==> config.mk <==
export PLATFORM = sky130hd
export DESIGN_NAME = shreg_bank
export DESIGN_NICKNAME = d
export VERILOG_FILES = /design/src/rtl/shreg_pkg.sv /design/src/rtl/shreg_lane.sv /design/src/rtl/shreg_merge.sv /design/src/rtl/shreg_bank.sv
export SDC_FILE = /design/constraint.sdc
export NUM_CORES = 1
export LEC_CHECK = 0
export ABC_AREA = 0
export BUFFER_PORTS_ARGS = -buffer_cell sky130_fd_sc_hd__clkbuf_2
export CAP_MARGIN = 15
export CORE_UTILIZATION = 25
export CTS_CLUSTER_DIAMETER = 40
export CTS_CLUSTER_SIZE = 12
export DETAILED_ROUTE_END_ITERATION = 8
export HOLD_SLACK_MARGIN = 0.06
export PLACE_DENSITY = 0.47
export SETUP_SLACK_MARGIN = 0.2
export SLEW_MARGIN = 20
export SYNTH_ARGS = -nofsm -noshare
export SYNTH_HDL_FRONTEND = slang
export SYNTH_HIERARCHICAL = 1
export SYNTH_SLANG_ARGS = --single-unit
==> constraint.sdc <==
create_clock -name clk -period 2.1 [get_ports clk]
set_input_delay 0.21 -clock clk [delete_from_list [all_inputs] [get_ports clk]]
set_output_delay 0.21 -clock clk [all_outputs]
set_load 0.01 [all_outputs]
==> src/rtl/shreg_pkg.sv <==
package shreg_pkg;
    typedef enum logic {
        MERGE_OR  = 1'b0,
        MERGE_AND = 1'b1
    } merge_pol_e;
endpackage

==> src/rtl/shreg_lane.sv <==
module shreg_lane
    import shreg_pkg::*;
#(
    parameter int REG_W    = 16,
    parameter int NUM_REGS = 6,
    parameter int IDX_W    = 3,
    parameter int OFF_W    = 4
) (
    input  logic [IDX_W-1:0] idx,
    input  logic             wr,
    input  logic [REG_W-1:0] data,
    input  logic [REG_W-1:0] mask,
    input  logic [OFF_W-1:0] off,
    output logic             wr_ok,
    output logic             wr_bad,
    output logic [REG_W-1:0] field_mask,
    output logic [REG_W-1:0] field_data
);
    localparam logic [IDX_W:0] NREG_L = NUM_REGS[IDX_W:0];

    int  top_bit;
    logic bad_idx;
    logic bad_rng;

    always_comb begin
        top_bit = -1;
        for (int b = 0; b < REG_W; b++) begin
            if (mask[b]) top_bit = b;
        end
        bad_idx    = ({1'b0, idx} >= NREG_L);
        bad_rng    = (top_bit >= 0) && ((top_bit + int'(off)) >= REG_W);
        wr_bad     = wr && (bad_idx || bad_rng);
        wr_ok      = wr && !bad_idx && !bad_rng;
        field_mask = mask << off;
        field_data = (data & mask) << off;
    end

    // a read-only lane never produces a write
    always_comb begin
        if (!wr) assert_ro_silent_R5: assert (!wr_ok && !wr_bad);
    end
endmodule

==> src/rtl/shreg_merge.sv <==
module shreg_merge
    import shreg_pkg::*;
#(
    parameter int         NUM_PORTS = 4,
    parameter int         REG_W     = 16,
    parameter int         IDX_W     = 3,
    parameter int         REG_ID    = 0,
    parameter merge_pol_e POLARITY  = MERGE_OR
) (
    input  logic [NUM_PORTS-1:0]            ok,
    input  logic [NUM_PORTS-1:0][IDX_W-1:0] idx,
    input  logic [NUM_PORTS-1:0][REG_W-1:0] fmask,
    input  logic [NUM_PORTS-1:0][REG_W-1:0] fdata,
    output logic [REG_W-1:0]                nxt,
    output logic                            hit
);
    localparam logic [IDX_W-1:0] MY_ID = IDX_W'(REG_ID);
    localparam logic [REG_W-1:0] IDENT = (POLARITY == MERGE_AND) ? '1 : '0;

    always_comb begin
        nxt = IDENT;
        hit = 1'b0;
        for (int p = 0; p < NUM_PORTS; p++) begin
            if (ok[p] && (idx[p] == MY_ID)) begin
                hit = 1'b1;
                if (POLARITY == MERGE_AND) nxt = nxt & (fdata[p] | ~fmask[p]);
                else                       nxt = nxt | fdata[p];
            end
        end
    end
endmodule

==> src/rtl/shreg_bank.sv <==
module shreg_bank
    import shreg_pkg::*;
#(
    parameter int         NUM_PORTS = 4,
    parameter int         NUM_REGS  = 6,
    parameter int         REG_W     = 16,
    parameter merge_pol_e POLARITY  = MERGE_OR,
    parameter int         IDX_W     = (NUM_REGS > 1) ? $clog2(NUM_REGS) : 1,
    parameter int         OFF_W     = (REG_W > 1) ? $clog2(REG_W) : 1
) (
    input  logic                         clk,
    input  logic                         rst_n,
    input  logic [NUM_PORTS*IDX_W-1:0]   port_idx,
    input  logic [NUM_PORTS-1:0]         port_wr,
    input  logic [NUM_PORTS*REG_W-1:0]   port_data,
    input  logic [NUM_PORTS*REG_W-1:0]   port_mask,
    input  logic [NUM_PORTS*OFF_W-1:0]   port_off,
    output logic [NUM_PORTS*REG_W-1:0]   port_rdata,
    output logic [NUM_PORTS-1:0]         port_err
);
    localparam logic [REG_W-1:0] IDENT  = (POLARITY == MERGE_AND) ? '1 : '0;
    localparam logic [IDX_W:0]   NREG_L = NUM_REGS[IDX_W:0];

    logic [NUM_PORTS-1:0]            lane_ok;
    logic [NUM_PORTS-1:0]            lane_bad;
    logic [NUM_PORTS-1:0][IDX_W-1:0] lane_idx;
    logic [NUM_PORTS-1:0][REG_W-1:0] lane_fm;
    logic [NUM_PORTS-1:0][REG_W-1:0] lane_fd;
    logic [NUM_REGS-1:0][REG_W-1:0]  bank_d;
    logic [NUM_REGS-1:0][REG_W-1:0]  bank_q;
    logic [NUM_REGS-1:0]             reg_hit;

    for (genvar p = 0; p < NUM_PORTS; p++) begin : g_lane
        assign lane_idx[p] = port_idx[p*IDX_W +: IDX_W];
        shreg_lane #(
            .REG_W(REG_W), .NUM_REGS(NUM_REGS), .IDX_W(IDX_W), .OFF_W(OFF_W)
        ) lane_i (
            .idx        (lane_idx[p]),
            .wr         (port_wr[p]),
            .data       (port_data[p*REG_W +: REG_W]),
            .mask       (port_mask[p*REG_W +: REG_W]),
            .off        (port_off[p*OFF_W +: OFF_W]),
            .wr_ok      (lane_ok[p]),
            .wr_bad     (lane_bad[p]),
            .field_mask (lane_fm[p]),
            .field_data (lane_fd[p])
        );

        // out-of-range index reads identity, otherwise the stored word
        always_comb begin
            if ({1'b0, lane_idx[p]} < NREG_L)
                port_rdata[p*REG_W +: REG_W] = bank_q[lane_idx[p]];
            else
                port_rdata[p*REG_W +: REG_W] = IDENT;
        end
    end

    for (genvar r = 0; r < NUM_REGS; r++) begin : g_reg
        shreg_merge #(
            .NUM_PORTS(NUM_PORTS), .REG_W(REG_W), .IDX_W(IDX_W),
            .REG_ID(r), .POLARITY(POLARITY)
        ) merge_i (
            .ok    (lane_ok),
            .idx   (lane_idx),
            .fmask (lane_fm),
            .fdata (lane_fd),
            .nxt   (bank_d[r]),
            .hit   (reg_hit[r])
        );

        assert_idle_ident_R7: assert property (@(posedge clk) disable iff (!rst_n)
            !reg_hit[r] |=> (bank_q[r] == IDENT));
    end

    always_ff @(posedge clk or negedge rst_n) begin
        if (!rst_n) begin
            bank_q   <= {NUM_REGS{IDENT}};
            port_err <= '0;
        end else begin
            bank_q   <= bank_d;
            port_err <= lane_bad;
        end
    end

    for (genvar p = 0; p < NUM_PORTS; p++) begin : g_chk
        assert_err_needs_write_R5: assert property (@(posedge clk) disable iff (!rst_n)
            port_err[p] |-> $past(port_wr[p]));

        assert_top_overflow_R4: assert property (@(posedge clk) disable iff (!rst_n)
            (port_wr[p] && port_mask[p*REG_W + REG_W-1] && (port_off[p*OFF_W +: OFF_W] != '0))
            |=> port_err[p]);

        if (POLARITY == MERGE_OR) begin : g_or
            assert_or_keeps_ones_R1: assert property (@(posedge clk) disable iff (!rst_n)
                lane_ok[p] |=> ((bank_q[$past(lane_idx[p])] & $past(lane_fd[p])) == $past(lane_fd[p])));
        end else begin : g_and
            assert_and_keeps_zeros_R2: assert property (@(posedge clk) disable iff (!rst_n)
                lane_ok[p] |=> ((bank_q[$past(lane_idx[p])] & $past(lane_fm[p]) & ~$past(lane_fd[p])) == '0));
        end
    end
endmodule

==> results of run 1 <==
-- power by group through the flow --
stage          Sequential, mW  Clock, mW  Combinational, mW
2_1_floorplan            2.02          0               1.27
3_3_place_gp             2.03          0               2.28
3_5_place_dp             2.03          0               2.29
4_1_cts                  1.99       1.69               2.39
5_1_grt                  2.00       1.79               2.66
6_report                 1.99       1.68               2.49
-- routing by layer --
layer,GRT usage,up-vias
li1,-,6970
met3,0.02620,89
met1,0.3011,7201
met5,0,-
met4,0.04825,0
met2,0.3281,612
-- how the worst max path moves through the flow --
stage                                      end  slack (ns)           from
after floorplan           bank_q[12]$_DFF_PN0_       -1.36   port_mask[5]
after global placement    bank_q[21]$_DFF_PN0_       -1.96  port_mask[21]
after detailed placement  bank_q[22]$_DFF_PN0_       -1.97  port_mask[21]
after CTS                 bank_q[79]$_DFF_PN0_       -1.51  port_mask[21]
after global routing      bank_q[65]$_DFF_PN0_       -1.71  port_mask[37]
final                     bank_q[78]$_DFF_PN0_       -1.54  port_mask[31]
-- state kept, by name (all words and copies together) (netlist names) --
register and count:
bank_q 96, port_err 4
-- through the flow --
stage	power [mW]	TNS (ns)	setup slack, ns	cell area, µm²	util
finish	6.161	-137.19	-1.538	18520	0.3497
global route	6.448	-157.55	-1.706	18520	0.3496
CTS	6.079	-136.69	-1.506	18060	0.3410
detailed placement	4.317	-184.74	-1.973	16990	0.3208
global placement	4.302	-180.02	-1.955	16990	0.3208
floorplan	3.281	-125.47	-1.363	13950	-
-- placed cells by master (no fill, tap or decap), types with 15 or more instances in the layout --
cell,instances
a22oi_2,115
buf_4,244
buf_6,33
o32a_1,70
nand2_1,183
mux2_2,22
o21ai_1,88
nand3_1,63
nor2_1,84
mux2i_1,214
nor3_1,18
nand2_2,15
inv_1,16
buf_12,24
dfrtp_1,100
o21ai_0,64
clkbuf_2,217
a21oi_1,17
ha_1,38
a22oi_1,77
-- layout make-up --
cell class / instances / area (µm²) / area share
clock inverter: 5 / 60.06 / 0.003242
inverter: 20 / 75.07 / 0.004053
timing repair buffer: 529 / 3951 / 0.2133
multi-input combinational: 1338 / 10840 / 0.5851
sequential: 100 / 2502 / 0.1351
tap: 688 / 860.8 / 0.04647
clock buffer: 11 / 232.7 / 0.01256
antenna: 1 / 2.502 / 0.0001351
-- timing repair --
item / CTS / global route
pin swaps: 91 / 47
hold buffers: 1 / 0
setup endpoints to repair: 100 / 101
gates cloned: 5 / 1
gates resized for setup: 132 / 104
hold endpoints to repair: 17 / 0
buffers inserted: 11 / 7
==> impl_metrics.py, run 1 <==
metrics = {
    "placed_design": {
        "dp.cells": 2649,
        "port_buffers": 229,
        "gp_congestion": 0.9100,
        "dpl.hpwl_mm": 46.51,
    },
    "clock_tree": {
        "htreeDepth": 3,
        "cts_tree": "yes",
        "numCtsBuffers": 9,
        "root_buffer": "clkbuf_16",
        "clk_path_buf_depth": 2,
        "cts_sinks": 100,
        "clk_pin_slew_ns": 0.07,
    },
    "critical_path": {
        "cp-start-kind": "primary input",
        "cp.buffers_inverters": 4,
        "end_kind": "register",
        "cp_max_fo": 5,
        "cp.arrival_ns": 3.85,
        "crit_family": "compound AO/OA/AOI/OAI gates",
        "crit_type": "primary input to register",
        "cp_num_cells": 20,
        "max_stage_delay_ns": 0.39,
        "cpMostUsedCell": "buf_6",
        "cp.required_ns": 2.31,
        "cp_cell_sequence": "buf_6 > or3_4 > o32ai_1 > nor2b_2 > ha_2 > fa_2 > a21o_1 > a21oi_2 > or3_1 > ha_1 > nor4b_4 > a31o_2 > a2bb2oi_2 > and2_4 > buf_6 > nor4bb_4 > buf_4 > buf_6 > a22oi_2 > nand2_1",
        "cp_slowest_cell": "or3_4",
    },
    "power_and_ir_drop": {
        "switching_share": 0.3631,
        "cellLeakagePower_nw": 8.166,
        "power.share.sequential": 0.324,
        "switchingPower_mw": 2.237,
        "vdd_drop_max_v": 0.0003751,
        "power_density_nw_per_um2": 332.6,
        "intPower_mw": 3.924,
        "clkPwrFrac": 0.272,
        "pwr-share-comb": 0.404,
    },
    "global_routing": {
        "grt_pass1_wl_mm": 90.47,
        "grt_pass1_vias": 14450,
        "grt-ovfl-total": 0,
        "antenna_found_initial": 0,
        "grt_use_total": 0.2087,
        "grt_max_degree": 62,
    },
    "route": {
        "dr_wl_met3_mm": 3.678,
        "drt_wl_total_mm": 59.79,
        "ant_nets": 0,
        "wirelength_met1_mm": 28.36,
        "dr_wl_met2_mm": 26.57,
        "wl_per_cell_um": 22.21,
        "viasPerCell": 5.525,
        "vias": 14870,
        "firstDrtPassIters": 5,
        "top_layer_used": "met4",
        "drc": 0,
        "drtIter0Drc": 1395,
    },
    "outcome": {
        "status": "complete, but fails checks",
        "violations": "setup timing",
    },
    "min_path": {
        "hp-class": "primary input to register",
        "min_from": "port_wr[2]",
        "hold-path-endpoint": "port_err[2]$_DFF_PN0_",
        "hold_path_depth": 2,
    },
    "sta": {
        "timing.max_slew.rel_slack": 0.2396,
        "period_share": 1.732,
        "grt_setup_unrepaired": "true",
        "finalHoldViolCount": 0,
        "tightest_slew_ns": 1.134,
        "setup_slack_ns": -1.538,
        "min_period_ns": 3.638,
        "maxSlewViolCount": 0,
        "max_freq_mhz": 274.9,
        "setup_viol": 100,
        "whs_ns": 0.1021,
    },
    "cells_and_area": {
        "area_growth_syn_to_layout_pct": 36.88,
        "drive_gt1_frac": 0.4124,
        "finalNonFillerCells": 2692,
        "fillCellCount": 5501,
        "layout.nets": 2212,
    },
    "yosys": {
        "syn_area_per_cell_um2": 8.292,
        "syn_area_um2": 13530,
        "syn_nets": 1846,
        "yosys_warnings": 6,
        "synthCells": 1632,
    },
    "floorplanning": {
        "die_h_um": 234.7,
        "start_util": 0.2555,
        "die_w_um": 234.7,
        "core_area_um2": 52970,
        "fp-row-count": 84,
        "die_area_um2": 55060,
        "pin_count": 230,
    },
    "job": {
        "drv_cap": 0,
    },
}
(Power assumes the default switching activity.)
==> inputs of run 2 (changes only) <==
CORE_MARGIN = 4   (was default)
PLACE_DENSITY = default   (was 0.47)
PLACE_DENSITY_LB_ADDON = 0.3   (was default)
==> impl_metrics.py, run 2 (same netlist as run 1, synthesis figures left out) <==
metrics = {
    "critical_path": {
        "cp-start-kind": "primary input",
        "end_kind": "register",
        "cp_slowest_cell": "or3_4",
        "cp.buffers_inverters": 3,
        "cp.required_ns": 2.39,
        "cp_cell_sequence": "buf_6 > or3_4 > nor3_2 > o21ai_1 > nor2b_2 > ha_2 > fa_2 > a21o_1 > a21oi_2 > ha_1 > nor4bb_2 > and4b_1 > a41o_1 > a2bb2oi_2 > and2_4 > nor4bb_4 > buf_4 > buf_6 > a22oi_2 > nand2_1",
        "cpMostUsedCell": "buf_6",
        "max_stage_delay_ns": 0.40,
        "crit_type": "primary input to register",
        "cp.arrival_ns": 3.89,
        "crit_family": "simple AND/OR/NAND/NOR gates",
        "cp_max_fo": 6,
    },
    "sta": {
        "maxSlewViolCount": 0,
        "max_freq_mhz": 278.1,
        "tightest_slew_ns": 1.181,
        "setup_tns_ns": -139.56,
        "period_share": 1.712,
        "timing.max_slew.rel_slack": 0.2076,
        "grt_setup_unrepaired": "true",
        "setup_viol": 100,
        "finalHoldViolCount": 0,
        "setup_slack_ns": -1.496,
        "min_period_ns": 3.596,
    },
    "route": {
        "wl_per_cell_um": 22.64,
        "drtIter0Drc": 1651,
        "drc": 0,
        "ant_nets": 0,
        "drt_wl_total_mm": 61.25,
        "firstDrtPassIters": 6,
        "viasPerCell": 5.590,
        "vias": 15120,
    },
    "placed_design": {
        "gp_congestion": 0.9230,
        "dpl.hpwl_mm": 46.36,
        "port_buffers": 229,
        "dp.cells": 2655,
    },
    "floorplanning": {
        "pin_count": 230,
        "die_w_um": 240.7,
        "core_area_um2": 53710,
        "fp-row-count": 85,
        "die_h_um": 240.7,
        "die_area_um2": 57910,
        "start_util": 0.2520,
    },
    "cells_and_area": {
        "reg_top3": "bank_q x96, port_err x4",
        "area_growth_syn_to_layout_pct": 37.01,
        "finalNonFillerCells": 2705,
        "layout.nets": 2217,
        "layout_commonest_cell": "buf_4",
        "layout_common_cells": "buf_4 (251), mux2i_1 (214), clkbuf_2 (212)",
        "fillCellCount": 5555,
        "largest_reg_flops": 96,
        "regMostFlops": "bank_q",
        "drive_gt1_frac": 0.4039,
        "final_core_util": 0.3452,
    },
    "power_and_ir_drop": {
        "cellLeakagePower_nw": 8.201,
        "power_mw": 6.140,
        "vdd_drop_max_v": 0.0003306,
        "power_density_nw_per_um2": 331.2,
    },
    "outcome": {
        "status": "complete, but fails checks",
        "violations": "setup timing",
    },
    "min_path": {
        "hp-class": "primary input to register",
    },
    "job": {
        "drv_cap": 0,
    },
    "clock_tree": {
        "cts_tree": "yes",
        "clk_path_buf_depth": 2,
        "htreeDepth": 3,
        "numCtsBuffers": 9,
        "cts_sinks": 100,
        "clk_pin_slew_ns": 0.08,
        "root_buffer": "clkbuf_16",
    },
    "global_routing": {
        "grt-ovfl-total": 0,
        "grt_max_degree": 46,
        "antenna_found_initial": 1,
        "grt_pass1_vias": 14770,
        "grt_use_total": 0.1982,
        "grt_pass1_wl_mm": 90.07,
    },
}
## run 2: layer usage
metal,track usage,up-vias,part of all wire
met2,0.3079,660,0.45
met4,0.05509,0,0.025
met3,0.02468,93,0.066
met5,0,-,0
met1,0.2895,7385,0.46
li1,-,6982,-
## run 2: where the power goes
group / switching (mW) / leakage (nW) / internal [mW]
logic: 1.44 / 6.67 / 1.06
clock network: 0.809 / 0.143 / 0.833
registers: 0.0421 / 1.39 / 1.95
total: 2.30 / 8.20 / 3.84
## run 2: metrics by stage
step | area [µm²] | hold slack, ns | worst slack, ns
after floorplan | 13950 | -0.08559 | -1.363
after global routing | 18540 | 0.08499 | -1.715
after global placement | 16980 | 0.1785 | -2.012
after detailed placement | 16990 | 0.1741 | -2.084
after CTS | 17880 | 0.07860 | -1.465
final | 18540 | 0.08808 | -1.496
## run 2: timing repair
| action | CTS | global route |
|---|---|---|
| gates cloned | 5 | 6 |
| setup buffers | 11 | 10 |
| hold buffers | 1 | 0 |
| resized for setup | 100 | 124 |
| pin swaps | 39 | 101 |
| setup endpoints to repair | 100 | 109 |
| hold endpoints to repair | 26 | 0 |
## run 2: worst paths after layout
| kind | end | cells past startpoint | start |
|---|---|---|---|
| setup / recovery | bank_q[37]$_DFF_PN0_ | 20 | port_mask[11] |
| min in group asynchronous | port_err[2]$_DFF_PN0_ | 2 | rst_n |
| hold / removal | port_err[2]$_DFF_PN0_ | 2 | port_wr[2] |
| max in group asynchronous | bank_q[1]$_DFF_PN0_ | 3 | rst_n |
## run 2: area by class of cell
cell class / instances / area [µm²] / area share
antenna: 1 / 2.502 / 0.0001350
tap: 696 / 870.8 / 0.04697
clock buffer: 9 / 225.2 / 0.01215
multi-input combinational: 1338 / 10740 / 0.5794
inverter: 20 / 75.07 / 0.004049
clock inverter: 7 / 63.81 / 0.003442
sequential: 100 / 2502 / 0.1350
timing repair buffer: 534 / 4059 / 0.2189
==> inputs of run 3 (changes only) <==
PLACE_DENSITY = 0.47   (was default)
PLACE_DENSITY_LB_ADDON = default   (was 0.3)
==> impl_metrics.py, run 3 (same netlist as run 1, synthesis figures left out) <==
metrics = {
    "sta": {
        "period_share": 1.731,
        "whs_ns": 0.09569,
        "setup_tns_ns": -143.05,
        "setup_viol": 100,
        "tightest_slew_ns": 1.350,
        "timing.max_slew.rel_slack": 0.09325,
        "finalHoldViolCount": 0,
        "max_freq_mhz": 275.2,
        "grt_setup_unrepaired": "true",
        "setup_slack_ns": -1.534,
        "maxSlewViolCount": 0,
        "min_period_ns": 3.634,
    },
    "critical_path": {
        "cp.buffers_inverters": 2,
        "crit_family": "simple AND/OR/NAND/NOR gates",
        "cp-start-kind": "primary input",
        "cp_max_fo": 8,
        "max_stage_delay_ns": 0.40,
        "cp.arrival_ns": 3.92,
        "cp.required_ns": 2.38,
        "crit_type": "primary input to register",
        "cp_cell_sequence": "buf_6 > or3_4 > nor3_4 > o21ai_1 > nor2b_2 > ha_2 > fa_2 > a21o_1 > a21oi_2 > ha_1 > nor4bb_4 > and4b_1 > a41o_1 > a2bb2oi_2 > and2_4 > nor4bb_4 > buf_6 > a22oi_2 > nand2_1",
        "end_kind": "register",
        "cp_slowest_cell": "or3_4",
    },
    "clock_tree": {
        "clk_path_buf_depth": 2,
        "htreeDepth": 3,
        "clk_pin_slew_ns": 0.07,
        "cts_tree": "yes",
        "numCtsBuffers": 9,
        "cts_sinks": 100,
        "root_buffer": "clkbuf_16",
    },
    "global_routing": {
        "grt_pass1_wl_mm": 89.26,
        "grt_max_degree": 44,
        "grt_use_met1": 0.2790,
        "met2_usage": 0.3138,
        "use_met3": 0.03325,
        "grt_use_total": 0.1972,
        "top_usage_layer": "met2",
        "grt_pass1_vias": 14420,
        "grt-ovfl-total": 0,
        "antenna_found_initial": 2,
    },
    "cells_and_area": {
        "layout.nets": 2205,
        "layout_common_cells": "buf_4 (254), clkbuf_2 (222), mux2i_1 (214)",
        "regMostFlops": "bank_q",
        "layout_commonest_cell": "buf_4",
        "largest_reg_flops": 96,
        "drive_gt1_frac": 0.3868,
        "area_growth_syn_to_layout_pct": 34.08,
        "reg_top3": "bank_q x96, port_err x4",
        "finalNonFillerCells": 2694,
    },
    "power_and_ir_drop": {
        "vdd_drop_max_v": 0.0003311,
        "switchingPower_mw": 2.272,
        "switching_share": 0.3719,
        "power_mw": 6.110,
        "cellLeakagePower_nw": 8.050,
        "intPower_mw": 3.837,
        "power.share.sequential": 0.327,
        "clkPwrFrac": 0.269,
        "pwr-share-comb": 0.405,
        "power_density_nw_per_um2": 336.7,
    },
    "route": {
        "drc": 0,
        "ant_nets": 0,
        "drt_wl_total_mm": 60.05,
        "firstDrtPassIters": 6,
        "viasPerCell": 5.525,
        "drtIter0Drc": 1367,
        "wl_per_cell_um": 22.29,
        "vias": 14890,
    },
    "outcome": {
        "violations": "setup timing",
        "status": "complete, but fails checks",
    },
    "job": {
        "drv_cap": 0,
    },
    "floorplanning": {
        "die_h_um": 240.7,
        "fp-row-count": 85,
        "core_area_um2": 53710,
        "die_w_um": 240.7,
        "start_util": 0.2520,
        "pin_count": 230,
        "die_area_um2": 57910,
    },
    "placed_design": {
        "gp_congestion": 0.8717,
        "dpl.hpwl_mm": 47.06,
        "port_buffers": 229,
        "dpl_worst_slack_ns": -2.034,
        "dp.cells": 2662,
    },
    "min_path": {
        "hp-class": "primary input to register",
    },
}
-- run 3: changes by cell type in the layout (fill, tap and decap cells not counted), sizes merged --
cell | previous run | this run
diode | 1 | 2
clkinvlp | 0 | 2
buf | 313 | 297
clkbuf | 229 | 235
inv | 20 | 18
clkinv | 7 | 5
-- run 3: power by group through the flow --
stage	clock (mW)	sequential [mW]	combinational [mW]
after floorplan	0	2.02	1.27
after global placement	0	2.03	2.31
after detailed placement	0	2.03	2.32
after CTS	1.67	1.99	2.38
after global routing	1.74	2.00	2.65
final	1.64	2.00	2.47
-- run 3: final timing paths --
| kind | startpoint | endpoint | slack [ns] | depth (start not counted) |
|---|---|---|---|---|
| max in group asynchronous | rst_n | bank_q[19]$_DFF_PN0_ | 1.09 | 3 |
| setup / recovery | port_mask[13] | bank_q[72]$_DFF_PN0_ | -1.53 | 19 |
| min in group asynchronous | rst_n | port_err[2]$_DFF_PN0_ | 0.36 | 2 |
| hold / removal | port_wr[2] | port_err[2]$_DFF_PN0_ | 0.1 | 2 |
-- run 3: cell type report --
class                   count  area (µm²)
clock buffers              11       242.7
clock inverters             5       43.79
repair buffers            522        3806
diodes                      2       5.005
multi-input cells        1338       10600
inverters                  20       75.07
flip-flops and latches    100        2502
well taps                 696       870.8
fillers                  5626       35560
-- run 3: routing by layer --
layer  routed length [µm]  share of wire  vias to the layer above
met1                27490           0.46                     7209
met5                    0              0                        -
met4                 1349          0.022                        0
met3                 4320          0.072                       85
met2                26880           0.45                      623
li1                     -              -                     6968
-- run 3: what timing repair did --
item / in CTS / in global routing
hold buffers: 1 / 0
hold endpoints to repair: 25 / 0
pin swaps: 33 / 55
setup endpoints to repair: 100 / 101
cloned: 3 / 2
buffers inserted: 7 / 1
gates resized for setup: 70 / 73
-- run 3: per-stage QoR --
stage	util	instance area, µm²
3_3_place_gp	0.3184	17100
3_5_place_dp	0.3184	17100
4_1_cts	0.3306	17760
5_1_grt	0.3378	18140
6_report	0.3378	18140
2_1_floorplan	-	13950
